### src/rtl/pwm_aq_pkg.sv
package pwm_aq_pkg;
  localparam int REG_W = 16;
  localparam int ADDR_W = 3;
  localparam int NCH = 2;
  localparam int NEV = 3;  // zero, compare A up, compare B up

  typedef enum logic [1:0] {ACT_NONE = 2'd0, ACT_CLR = 2'd1, ACT_SET = 2'd2, ACT_TGL = 2'd3} act_e;
  typedef enum logic [1:0] {LD_ZERO = 2'd0, LD_PRD = 2'd1, LD_EITHER = 2'd2, LD_FREEZE = 2'd3} ld_e;

  localparam logic [ADDR_W-1:0] ADDR_CMPCTL = 3'd0;
  localparam logic [ADDR_W-1:0] ADDR_CMP [NCH] = '{3'd1, 3'd2};
  localparam logic [ADDR_W-1:0] ADDR_ACT [NCH] = '{3'd3, 3'd4};

  localparam int SHDW_BIT [NCH] = '{4, 6};
  localparam int LDM_LSB  [NCH] = '{0, 2};
  localparam int ACT_LSB  [NEV] = '{0, 4, 8};
endpackage

### src/rtl/pwm_cmp_unit.sv
module pwm_cmp_unit
  import pwm_aq_pkg::*;
#(
  parameter int CNT_W = 16
) (
  input  logic             clk_i,
  input  logic             rst_ni,
  input  logic             shadow_en_i,
  input  ld_e              ld_mode_i,
  input  logic             zero_i,
  input  logic             prd_i,
  input  logic             wr_i,
  input  logic [CNT_W-1:0] wdata_i,
  input  logic [CNT_W-1:0] limit_i,
  input  logic [CNT_W-1:0] cnt_i,
  input  logic             up_i,
  output logic [CNT_W-1:0] cmp_o,
  output logic             match_o
);
  logic [CNT_W-1:0] cmp_q, shadow_q;
  logic wr_ok, ld_ev;

  assign wr_ok = wr_i && (wdata_i <= limit_i);

  always_comb begin
    unique case (ld_mode_i)
      LD_ZERO:   ld_ev = zero_i;
      LD_PRD:    ld_ev = prd_i;
      LD_EITHER: ld_ev = zero_i | prd_i;
      default:   ld_ev = 1'b0;
    endcase
  end

  always_ff @(posedge clk_i or negedge rst_ni) begin
    if (!rst_ni) begin
      cmp_q    <= '0;
      shadow_q <= '0;
    end else if (shadow_en_i) begin
      if (ld_ev) cmp_q <= shadow_q;   // old shadow wins on a coincident write
      if (wr_ok) shadow_q <= wdata_i;
    end else if (wr_ok) begin
      cmp_q <= wdata_i;
    end
  end

  assign cmp_o   = cmp_q;
  assign match_o = up_i && (cnt_i == cmp_q);

  p_imm_load_r6: assert property (@(posedge clk_i) disable iff (!rst_ni)
    (!shadow_en_i && wr_i && wdata_i <= limit_i) |=> (cmp_o == $past(wdata_i)));
  p_reject_r9: assert property (@(posedge clk_i) disable iff (!rst_ni)
    (!shadow_en_i && wr_i && wdata_i > limit_i) |=> $stable(cmp_o));
  p_freeze_r8: assert property (@(posedge clk_i) disable iff (!rst_ni)
    (shadow_en_i && ld_mode_i == LD_FREEZE) |=> $stable(cmp_o));
endmodule

### src/rtl/pwm_out_unit.sv
module pwm_out_unit
  import pwm_aq_pkg::*;
(
  input  logic             clk_i,
  input  logic             rst_ni,
  input  logic [NEV-1:0]   ev_i,
  input  logic [REG_W-1:0] ctl_i,
  output logic             out_o
);
  logic [1:0] code [NEV];
  act_e sel;
  logic out_q, out_d;

  for (genvar k = 0; k < NEV; k++) begin : g_code
    assign code[k] = ctl_i[ACT_LSB[k] +: 2];
  end

  // later events take priority: compare B > compare A > zero
  always_comb begin
    sel = ACT_NONE;
    for (int k = 0; k < NEV; k++)
      if (ev_i[k] && code[k] != 2'd0) sel = act_e'(code[k]);
  end

  always_comb begin
    unique case (sel)
      ACT_CLR: out_d = 1'b0;
      ACT_SET: out_d = 1'b1;
      ACT_TGL: out_d = ~out_q;
      default: out_d = out_q;
    endcase
  end

  always_ff @(posedge clk_i or negedge rst_ni) begin
    if (!rst_ni) out_q <= 1'b0;
    else         out_q <= out_d;
  end

  assign out_o = out_q;

  p_cmpb_clr_r2: assert property (@(posedge clk_i) disable iff (!rst_ni)
    (ev_i[2] && ctl_i[9:8] == 2'd1) |=> !out_o);
  p_prio_r5: assert property (@(posedge clk_i) disable iff (!rst_ni)
    (ev_i[2] && ev_i[1] && ctl_i[9:8] == 2'd2 && ctl_i[5:4] == 2'd1) |=> out_o);
  p_hold_r2: assert property (@(posedge clk_i) disable iff (!rst_ni)
    (!(ev_i[0] && ctl_i[1:0] != 2'd0) && !(ev_i[1] && ctl_i[5:4] != 2'd0) &&
     !(ev_i[2] && ctl_i[9:8] != 2'd0)) |=> $stable(out_o));
endmodule

### src/rtl/pwm_action_qual.sv
module pwm_action_qual
  import pwm_aq_pkg::*;
#(
  parameter int CNT_W = 16
) (
  input  logic              clk_i,
  input  logic              rst_ni,
  input  logic [CNT_W-1:0]  cnt_i,
  input  logic              cnt_up_i,
  input  logic              cnt_zero_i,
  input  logic              cnt_prd_i,
  input  logic [CNT_W-1:0]  period_i,
  input  logic              wr_i,
  input  logic [ADDR_W-1:0] addr_i,
  input  logic [REG_W-1:0]  wdata_i,
  output logic              pwm_a_o,
  output logic              pwm_b_o,
  output logic [CNT_W-1:0]  cmp_a_o,
  output logic [CNT_W-1:0]  cmp_b_o
);
  logic [REG_W-1:0] cmp_ctl_q;
  logic [REG_W-1:0] act_q [NCH];
  logic [CNT_W-1:0] cmp_val [NCH];
  logic [NCH-1:0]   match, pwm;

  always_ff @(posedge clk_i or negedge rst_ni) begin
    if (!rst_ni) begin
      cmp_ctl_q <= '0;
      for (int i = 0; i < NCH; i++) act_q[i] <= '0;
    end else if (wr_i) begin
      if (addr_i == ADDR_CMPCTL) cmp_ctl_q <= wdata_i;
      for (int i = 0; i < NCH; i++)
        if (addr_i == ADDR_ACT[i]) act_q[i] <= wdata_i;
    end
  end

  for (genvar g = 0; g < NCH; g++) begin : g_ch
    pwm_cmp_unit #(.CNT_W(CNT_W)) u_cmp (
      .clk_i       (clk_i),
      .rst_ni      (rst_ni),
      .shadow_en_i (cmp_ctl_q[SHDW_BIT[g]]),
      .ld_mode_i   (ld_e'(cmp_ctl_q[LDM_LSB[g] +: 2])),
      .zero_i      (cnt_zero_i),
      .prd_i       (cnt_prd_i),
      .wr_i        (wr_i && addr_i == ADDR_CMP[g]),
      .wdata_i     (wdata_i[CNT_W-1:0]),
      .limit_i     (period_i),
      .cnt_i       (cnt_i),
      .up_i        (cnt_up_i),
      .cmp_o       (cmp_val[g]),
      .match_o     (match[g])
    );

    pwm_out_unit u_out (
      .clk_i  (clk_i),
      .rst_ni (rst_ni),
      .ev_i   ({match[1], match[0], cnt_zero_i}),
      .ctl_i  (act_q[g]),
      .out_o  (pwm[g])
    );
  end

  assign pwm_a_o = pwm[0];
  assign pwm_b_o = pwm[1];
  assign cmp_a_o = cmp_val[0];
  assign cmp_b_o = cmp_val[1];

  p_down_no_cmp_r4: assert property (@(posedge clk_i) disable iff (!rst_ni)
    (!cnt_up_i && !cnt_zero_i) |=> (pwm_a_o == $past(pwm_a_o) && pwm_b_o == $past(pwm_b_o)));
endmodule

### config.mk
export PLATFORM = sky130hd
export DESIGN_NAME = pwm_action_qual
export DESIGN_NICKNAME = d
export VERILOG_FILES = /design/src/rtl/pwm_aq_pkg.sv /design/src/rtl/pwm_cmp_unit.sv /design/src/rtl/pwm_out_unit.sv /design/src/rtl/pwm_action_qual.sv
export SDC_FILE = /design/constraint.sdc
export NUM_CORES = 1
export LEC_CHECK = 0
export ABC_AREA = 1
export BUFFER_PORTS_ARGS = -buffer_cell sky130_fd_sc_hd__buf_4
export CAP_MARGIN = 40
export CELL_PAD_IN_SITES_DETAIL_PLACEMENT = 1
export CELL_PAD_IN_SITES_GLOBAL_PLACEMENT = 1
export CORE_ASPECT_RATIO = 0.7
export CORE_MARGIN = 8
export CORE_UTILIZATION = 40
export DETAILED_ROUTE_END_ITERATION = 10
export GPL_TIMING_DRIVEN = 0
export PLACE_DENSITY_LB_ADDON = 0.1
export REMOVE_ABC_BUFFERS = 1
export SETUP_SLACK_MARGIN = 0.2
export SLEW_MARGIN = 30
export SYNTH_ARGS = -nofsm -noshare
export SYNTH_HDL_FRONTEND = slang
export SYNTH_SLANG_ARGS = --single-unit
export TNS_END_PERCENT = 10
### constraint.sdc
create_clock -name clk_i -period 1.7 [get_ports clk_i]
set_input_delay 0.34 -clock clk_i [delete_from_list [all_inputs] [get_ports clk_i]]
set_output_delay 0.34 -clock clk_i [all_outputs]
set_load 0.01 [all_outputs]
==> reports/metrics.cfg, run 1 <==
[setup_path]
reg2reg_depth=13
cp_top_family=compound AO/OA/AOI/OAI gates
path_buf_inv=4
cp.required_ns=1.91
critical_path_depth=13
arrival_ns=2.07
crit_fanout=8
cpPeakStageDelay_ns=0.26
path_cells=buf_6, inv_4, ha_4, a21oi_1, o21ai_1, a21oi_2, nand2_4, nand2_8, buf_6, buf_6, nand3_4, nand2_2, o21ai_1
cp_common_cell=buf_6
cp-start-kind=primary input
critPathCaptureType=register
criticalPathCategory=in2reg
cp_slowest_cell=a21oi_2

[placed_design]
port_buffers=90
hpwl_um=12160
dp_cells=910
gp_congestion=0.8565
dpl_cell_area_um2=5639

[synthesis]
ys_ff_latch=84
synth_area_leaders=dfrtp_1 43%, nand2_1 19%, inv_1 6.8%, o21ai_0 6.5%, ha_1 4.1%
yosysTopAreaCellShare=0.4310
synth_edf_count=0
yosysWarnings=0
synth_top_area_cell=dfrtp_1
synth_cells=686
ys_seq_area_frac=0.4310
post_synth_num_cell_types=28
ys_async_sr_fraction=1.000
netlist_area_um2=4877
synth_ff_type=dfrtp_1
post_synth.cell_area_avg_um2=7.110

[sta]
slew_violations=0
whs_ns=0.3189
fin_ws_ns=-0.1582
finalCritPeriodShare=1.093
finalSetupViolations=65
rsz0062_at_grt=true
finalClockSkew_ns=0.005249
hold_viol=0
tightest_slew_ns=0.7033
relSlewSlack=0.5306
fin_crit_ns=1.858
fmax_ghz=0.5382

[floorplan]
num_rows=33
coreArea_um2=11810
chipHeight_um=108.4
initial_utilization=0.4130
num_io_pins=91
dieArea_um2=16040
dieWidth_um=148.0

[power]
p_total_mw=8.873
p_int_mw=5.284
p_comb_frac=0.373
switching_share=0.4045
p_clk_frac=0.230
p_sw_mw=3.589
power.density_nw_per_um2=1291
pwr-share-seq=0.396
ir_drop_mv=0.5750
p_leak_nw=3.472

[clocking]
h-tree-depth=3
cts_tree=done
cts_root_buffer=clkbuf_16
clock_latency_ns=0.34
cts.sinks=84
cts_buffers=9
clockBufferDepth=2
cts.reportedPaths.clkPinSlew_ns=0.07

[routing]
post_drt_wl_per_cell_um=20.83
wl_met1_um=8847
drc=0
met2_length_um=9459
wl_met3_um=1067
routed_wl_um=19830
vias=5173
firstDrtPassIters=5
top_layer=met4
antenna_violating_nets_post_route=0
via_per_inst=5.434
drt_iter0_markers=324

[cells_and_area]
nets=863
finalCoreUtilization=0.5819
fin_cells=952
mostFrequentLayoutCells=211 x nand2_1, 86 x buf_4, 79 x dfrtp_1, 78 x inv_1, 58 x o21ai_0
layout-drive-gt1-share=0.3082
design_area_um2=6872
diodes=0
final_common_cell=nand2_1
syn_to_final_growth_pct=40.89

[grt]
antenna_found_initial=0
grt_util_all_layers=0.2496
grt_overflow=0
grt_start_max_net_pins=85
grt_pass1_wl_um=30810
grt_pass1_vias=5673

[outcome]
violations=negative setup slack
status=complete, but fails checks

[run]
cap_violations=0

[min_path]
hold_class=in2reg
hold-path-cell-count=3

## worst min-delay path: cells and delay by family
| family | cells | cell delay (ns) |
|---|---|---|
| AOI/OAI and AO/OA | 1 | 0.13 |
| buffers and inverters | 2 | 0.16 |
## registers in the layout, summed over array words and instances, names as in the netlist
signal               flops
g_ch.u_cmp.cmp_o        32
g_ch.u_cmp.shadow_q     32
act_q                   12
cmp_ctl_q                6
g_ch.u_out.out_o         2
## cell type report
| cell class | instances | area (um2) |
|---|---|---|
| clock buffers | 12 | 256.5 |
| clock inverters | 4 | 47.55 |
| fillers | 1444 | 4937 |
| inverters | 88 | 341.6 |
| multi-input cells | 497 | 2904 |
| flip-flops and latches | 84 | 2113 |
| well taps | 157 | 196.4 |
| repair buffers | 110 | 1012 |
## cells by family after synthesis
group                      count (synthesis)  share of synthesized area
adders and majority gates                 16                    0.04105
xor gates and xnor gates                   6                    0.01077
AOI/OAI and AO/OA                        109                     0.1139
DFF                                       84                     0.4310
and+or+nand+nor                          360                     0.3117
buffers and inverters                    111                    0.09159
## metrics by stage
step	worst slack (ns)	setup TNS, ns
after detailed placement	-1.020	-52.77
after global placement	-0.9226	-53.96
final	-0.1582	-4.699
after global routing	-0.2454	-10.39
after floorplan	-0.2558	-10.41
after CTS	-0.1052	-2.600
## power by group through the flow
stage	clock network, mW	registers, mW	logic (mW)
after floorplan	0	3.33	1.40
after global routing	2.13	3.58	3.67
after global placement	0	3.37	2.71
after detailed placement	0	3.41	2.82
after CTS	2.05	3.42	3.10
final	2.04	3.52	3.31
## timing repair
item,CTS,global route
endpoints found under the hold margin,0,45
hold buffers,0,1
setup buffers,13,2
resized for setup,92,60
setup endpoints to repair,66,66
pin swaps,41,24
cloned,8,0
## final timing paths
path,start,end,slack (ns)
hold reg to reg,g_ch[1].u_cmp.shadow_q[8],g_ch[1].u_cmp.shadow_q[8],0.49
max in group asynchronous,rst_ni,g_ch[0].u_cmp.cmp_o[8],0.63
setup reg to reg,g_ch[0].u_cmp.cmp_o[9],g_ch[0].u_out.out_o,-0.02
hold / removal,wdata_i[12],g_ch[1].u_cmp.shadow_q[12],0.32
setup / recovery,period_i[15],g_ch[0].u_cmp.shadow_q[5],-0.16
min in group asynchronous,rst_ni,cmp_ctl_q[4],0.50
## metal layers
metal | vias up | GRT usage
met5 | - | 0
met4 | 0 | 0.09065
met3 | 40 | 0.04589
met2 | 169 | 0.4204
met1 | 2564 | 0.3173
li1 | 2400 | -
## cell usage after synthesis, types with 2 or more instances
| library cell | count |
|---|---|
| a21oi_1 | 9 |
| nand4_1 | 7 |
| nand3_1 | 38 |
| o22ai_1 | 2 |
| buf_2 | 6 |
| nand3_4 | 2 |
| dfrtp_1 | 84 |
| o211ai_1 | 2 |
| o21ai_0 | 63 |
| nor3_1 | 6 |
| nand2_2 | 2 |
| ha_1 | 16 |
| o21ai_1 | 32 |
| xor2_1 | 5 |
| inv_1 | 88 |
| nand3_2 | 3 |
| clkbuf_1 | 13 |
| buf_6 | 2 |
| nand2_1 | 253 |
| nand2_4 | 3 |
| nor2_1 | 43 |
(Power assumes the default switching activity.)
==> run 2, diff against run 1 <==
--- a/config.mk
+++ b/config.mk
@@ -16,10 +16,11 @@
 export DETAILED_ROUTE_END_ITERATION = 10
 export GPL_TIMING_DRIVEN = 0
 export PLACE_DENSITY_LB_ADDON = 0.1
+export RECOVER_POWER = 100
 export REMOVE_ABC_BUFFERS = 1
 export SETUP_SLACK_MARGIN = 0.2
 export SLEW_MARGIN = 30
 export SYNTH_ARGS = -nofsm -noshare
 export SYNTH_HDL_FRONTEND = slang
 export SYNTH_SLANG_ARGS = --single-unit
-export TNS_END_PERCENT = 10
+export TNS_END_PERCENT = 100
==> run 2 against run 1 <==
Net effect:
- the flow still finishes with violations (negative setup slack)
- count of clock-buffer cells in the layout stayed put
- clock skew up 0.0034 ns
- clock power up 2%
- worst setup slack better by 0.039 ns
- critical path type unchanged
- largest cell class unchanged
- highest routed layer unchanged
==> reports/metrics.cfg, run 2 (synthesis results as in run 1) <==
[cells_and_area]
syn_to_final_growth_pct=48.20
mostFrequentLayoutCells=197 x nand2_1, 82 x dfrtp_1, 73 x inv_1, 73 x buf_4, 55 x o21ai_0
layout-drive-gt1-share=0.3525
finalCoreUtilization=0.6121
final_common_cell=nand2_1
design_area_um2=7228
fin_cells=974
diodes=0
n_fill_cell=1434
nets=885

[placed_design]
hpwl_um=12160
dp_cells=910
gp_congestion=0.8565
port_buffers=90
dpl_cell_area_um2=5639

[grt]
grt_pass1_vias=5776
grt_start_max_net_pins=85
grt_pass1_wl_um=31670
grt_util_all_layers=0.2566
grt_overflow=0
antenna_found_initial=0

[sta]
relSlewSlack=0.3439
fin_crit_ns=1.819
hold_viol=0
tightest_slew_ns=0.9841
finalClockSkew_ns=0.008607
fmax_ghz=0.5496
finalCritPeriodShare=1.070
fin_ws_ns=-0.1194
slew_violations=0
setup_tns_ns=-4.245
rsz0062_at_grt=true
finalSetupViolations=64

[outcome]
status=complete, but fails checks
violations=negative setup slack

[setup_path]
cp.required_ns=1.93
criticalPathCategory=in2reg
critPathCaptureType=register
crit_fanout=8
cp-start-kind=primary input
arrival_ns=2.05

[power]
p_int_mw=5.431
p_clk_frac=0.220
p_sw_mw=4.046
p_leak_nw=3.568
p_total_mw=9.477
switching_share=0.4269
p_comb_frac=0.411
power.density_nw_per_um2=1311
pwr-share-seq=0.369
ir_drop_mv=0.5779

[floorplan]
initial_utilization=0.4130
num_io_pins=91
coreArea_um2=11810
num_rows=33
dieArea_um2=16040
dieWidth_um=148.0
chipHeight_um=108.4

[routing]
antenna_violating_nets_post_route=0
via_per_inst=5.613
routed_wl_um=22180
drc=0
firstDrtPassIters=5
post_drt_wl_per_cell_um=22.77
vias=5467
drt_iter0_markers=422

[clocking]
cts.sinks=84
cts_tree=done
clockBufferDepth=2
h-tree-depth=3
cts.reportedPaths.clkPinSlew_ns=0.07
clock_latency_ns=0.35
cts_root_buffer=clkbuf_16
cts_buffers=9

[min_path]
hold_class=in2reg

[run]
cap_violations=0

[run 2: cell count changes in the layout (fill, tap and decap cells not counted), moves of 5 or more]
cell      delta
o21ai_2      +8
clkbuf_1    +30
nand2_1     -14
nand3_1     -22
inv_1        -5
o21ai_1      -5
inv_2        +5
buf_4       -13
nand3_2     +20
nand2_4      +9
nand2_2      +6
[run 2: final timing paths]
path	cells after the start	start	slack [ns]	end
worst min-delay path	3	wdata_i[15]	0.31	g_ch[1].u_cmp.shadow_q[15]
worst min register to register	2	g_ch[1].u_cmp.shadow_q[8]	0.49	g_ch[1].u_cmp.shadow_q[8]
worst max register to register	7	cmp_ctl_q[0]	-0.03	g_ch[0].u_cmp.cmp_o[5]
worst max-delay path	12	wdata_i[15]	-0.12	g_ch[0].u_cmp.shadow_q[6]
min in group asynchronous	2	rst_ni	0.67	g_ch[0].u_cmp.cmp_o[1]
max in group asynchronous	3	rst_ni	0.25	g_ch[1].u_cmp.cmp_o[13]
[run 2: final cells by class]
class	instances	area, um2	area share
flip-flops and latches	84	2110	0.2918
repair buffers	131	1089	0.1506
multi-input cells	498	3188	0.4411
well taps	157	196.4	0.02718
clock inverters	4	47.55	0.006578
inverters	88	341.6	0.04726
clock buffers	12	256.5	0.03549
[run 2: power groups by stage]
stage | combinational (mW) | clock [mW] | sequential (mW)
detailed placement | 2.82 | 0 | 3.41
finish | 3.90 | 2.08 | 3.50
global route | 4.22 | 2.14 | 3.55
global placement | 2.71 | 0 | 3.37
floorplan | 1.40 | 0 | 3.33
CTS | 3.51 | 2.05 | 3.35
[run 2: what timing repair did]
item                       4_1_cts  5_1_grt
gates resized for setup        110      118
setup endpoints to repair       66       66
hold buffers                     0        1
cloned                           8        2
pin swaps                       51       60
buffers inserted                30        5
hold endpoints to repair         0       33
[run 2: per-layer routing]
metal / vias to the layer above / GRT usage / routed length [um]
li1: 2438 / - / -
met1: 2761 / 0.3232 / 9291
met2: 204 / 0.4340 / 11000
met3: 64 / 0.04881 / 1212
met4: 0 / 0.09500 / 673
met5: - / 0 / 0
[run 2: per-stage QoR]
stage	hold WS, ns	setup WS [ns]
finish	0.3136	-0.1194
CTS	0.09707	-0.1050
global placement	0.4693	-0.9226
detailed placement	0.4619	-1.020
global route	0.3326	-0.1734
floorplan	0.04441	-0.2558
[run 2: critical path: stages]
cell	delay, ns
buf_6	0.10
ha_4	0.27
nand2_4	0.06
nor4_4	0.27
buf_6	0.17
nand3_4	0.09
nand2_8	0.12
buf_6	0.12
buf_6	0.11
nand3_4	0.17
nand2_1	0.13
o21ai_1	0.08
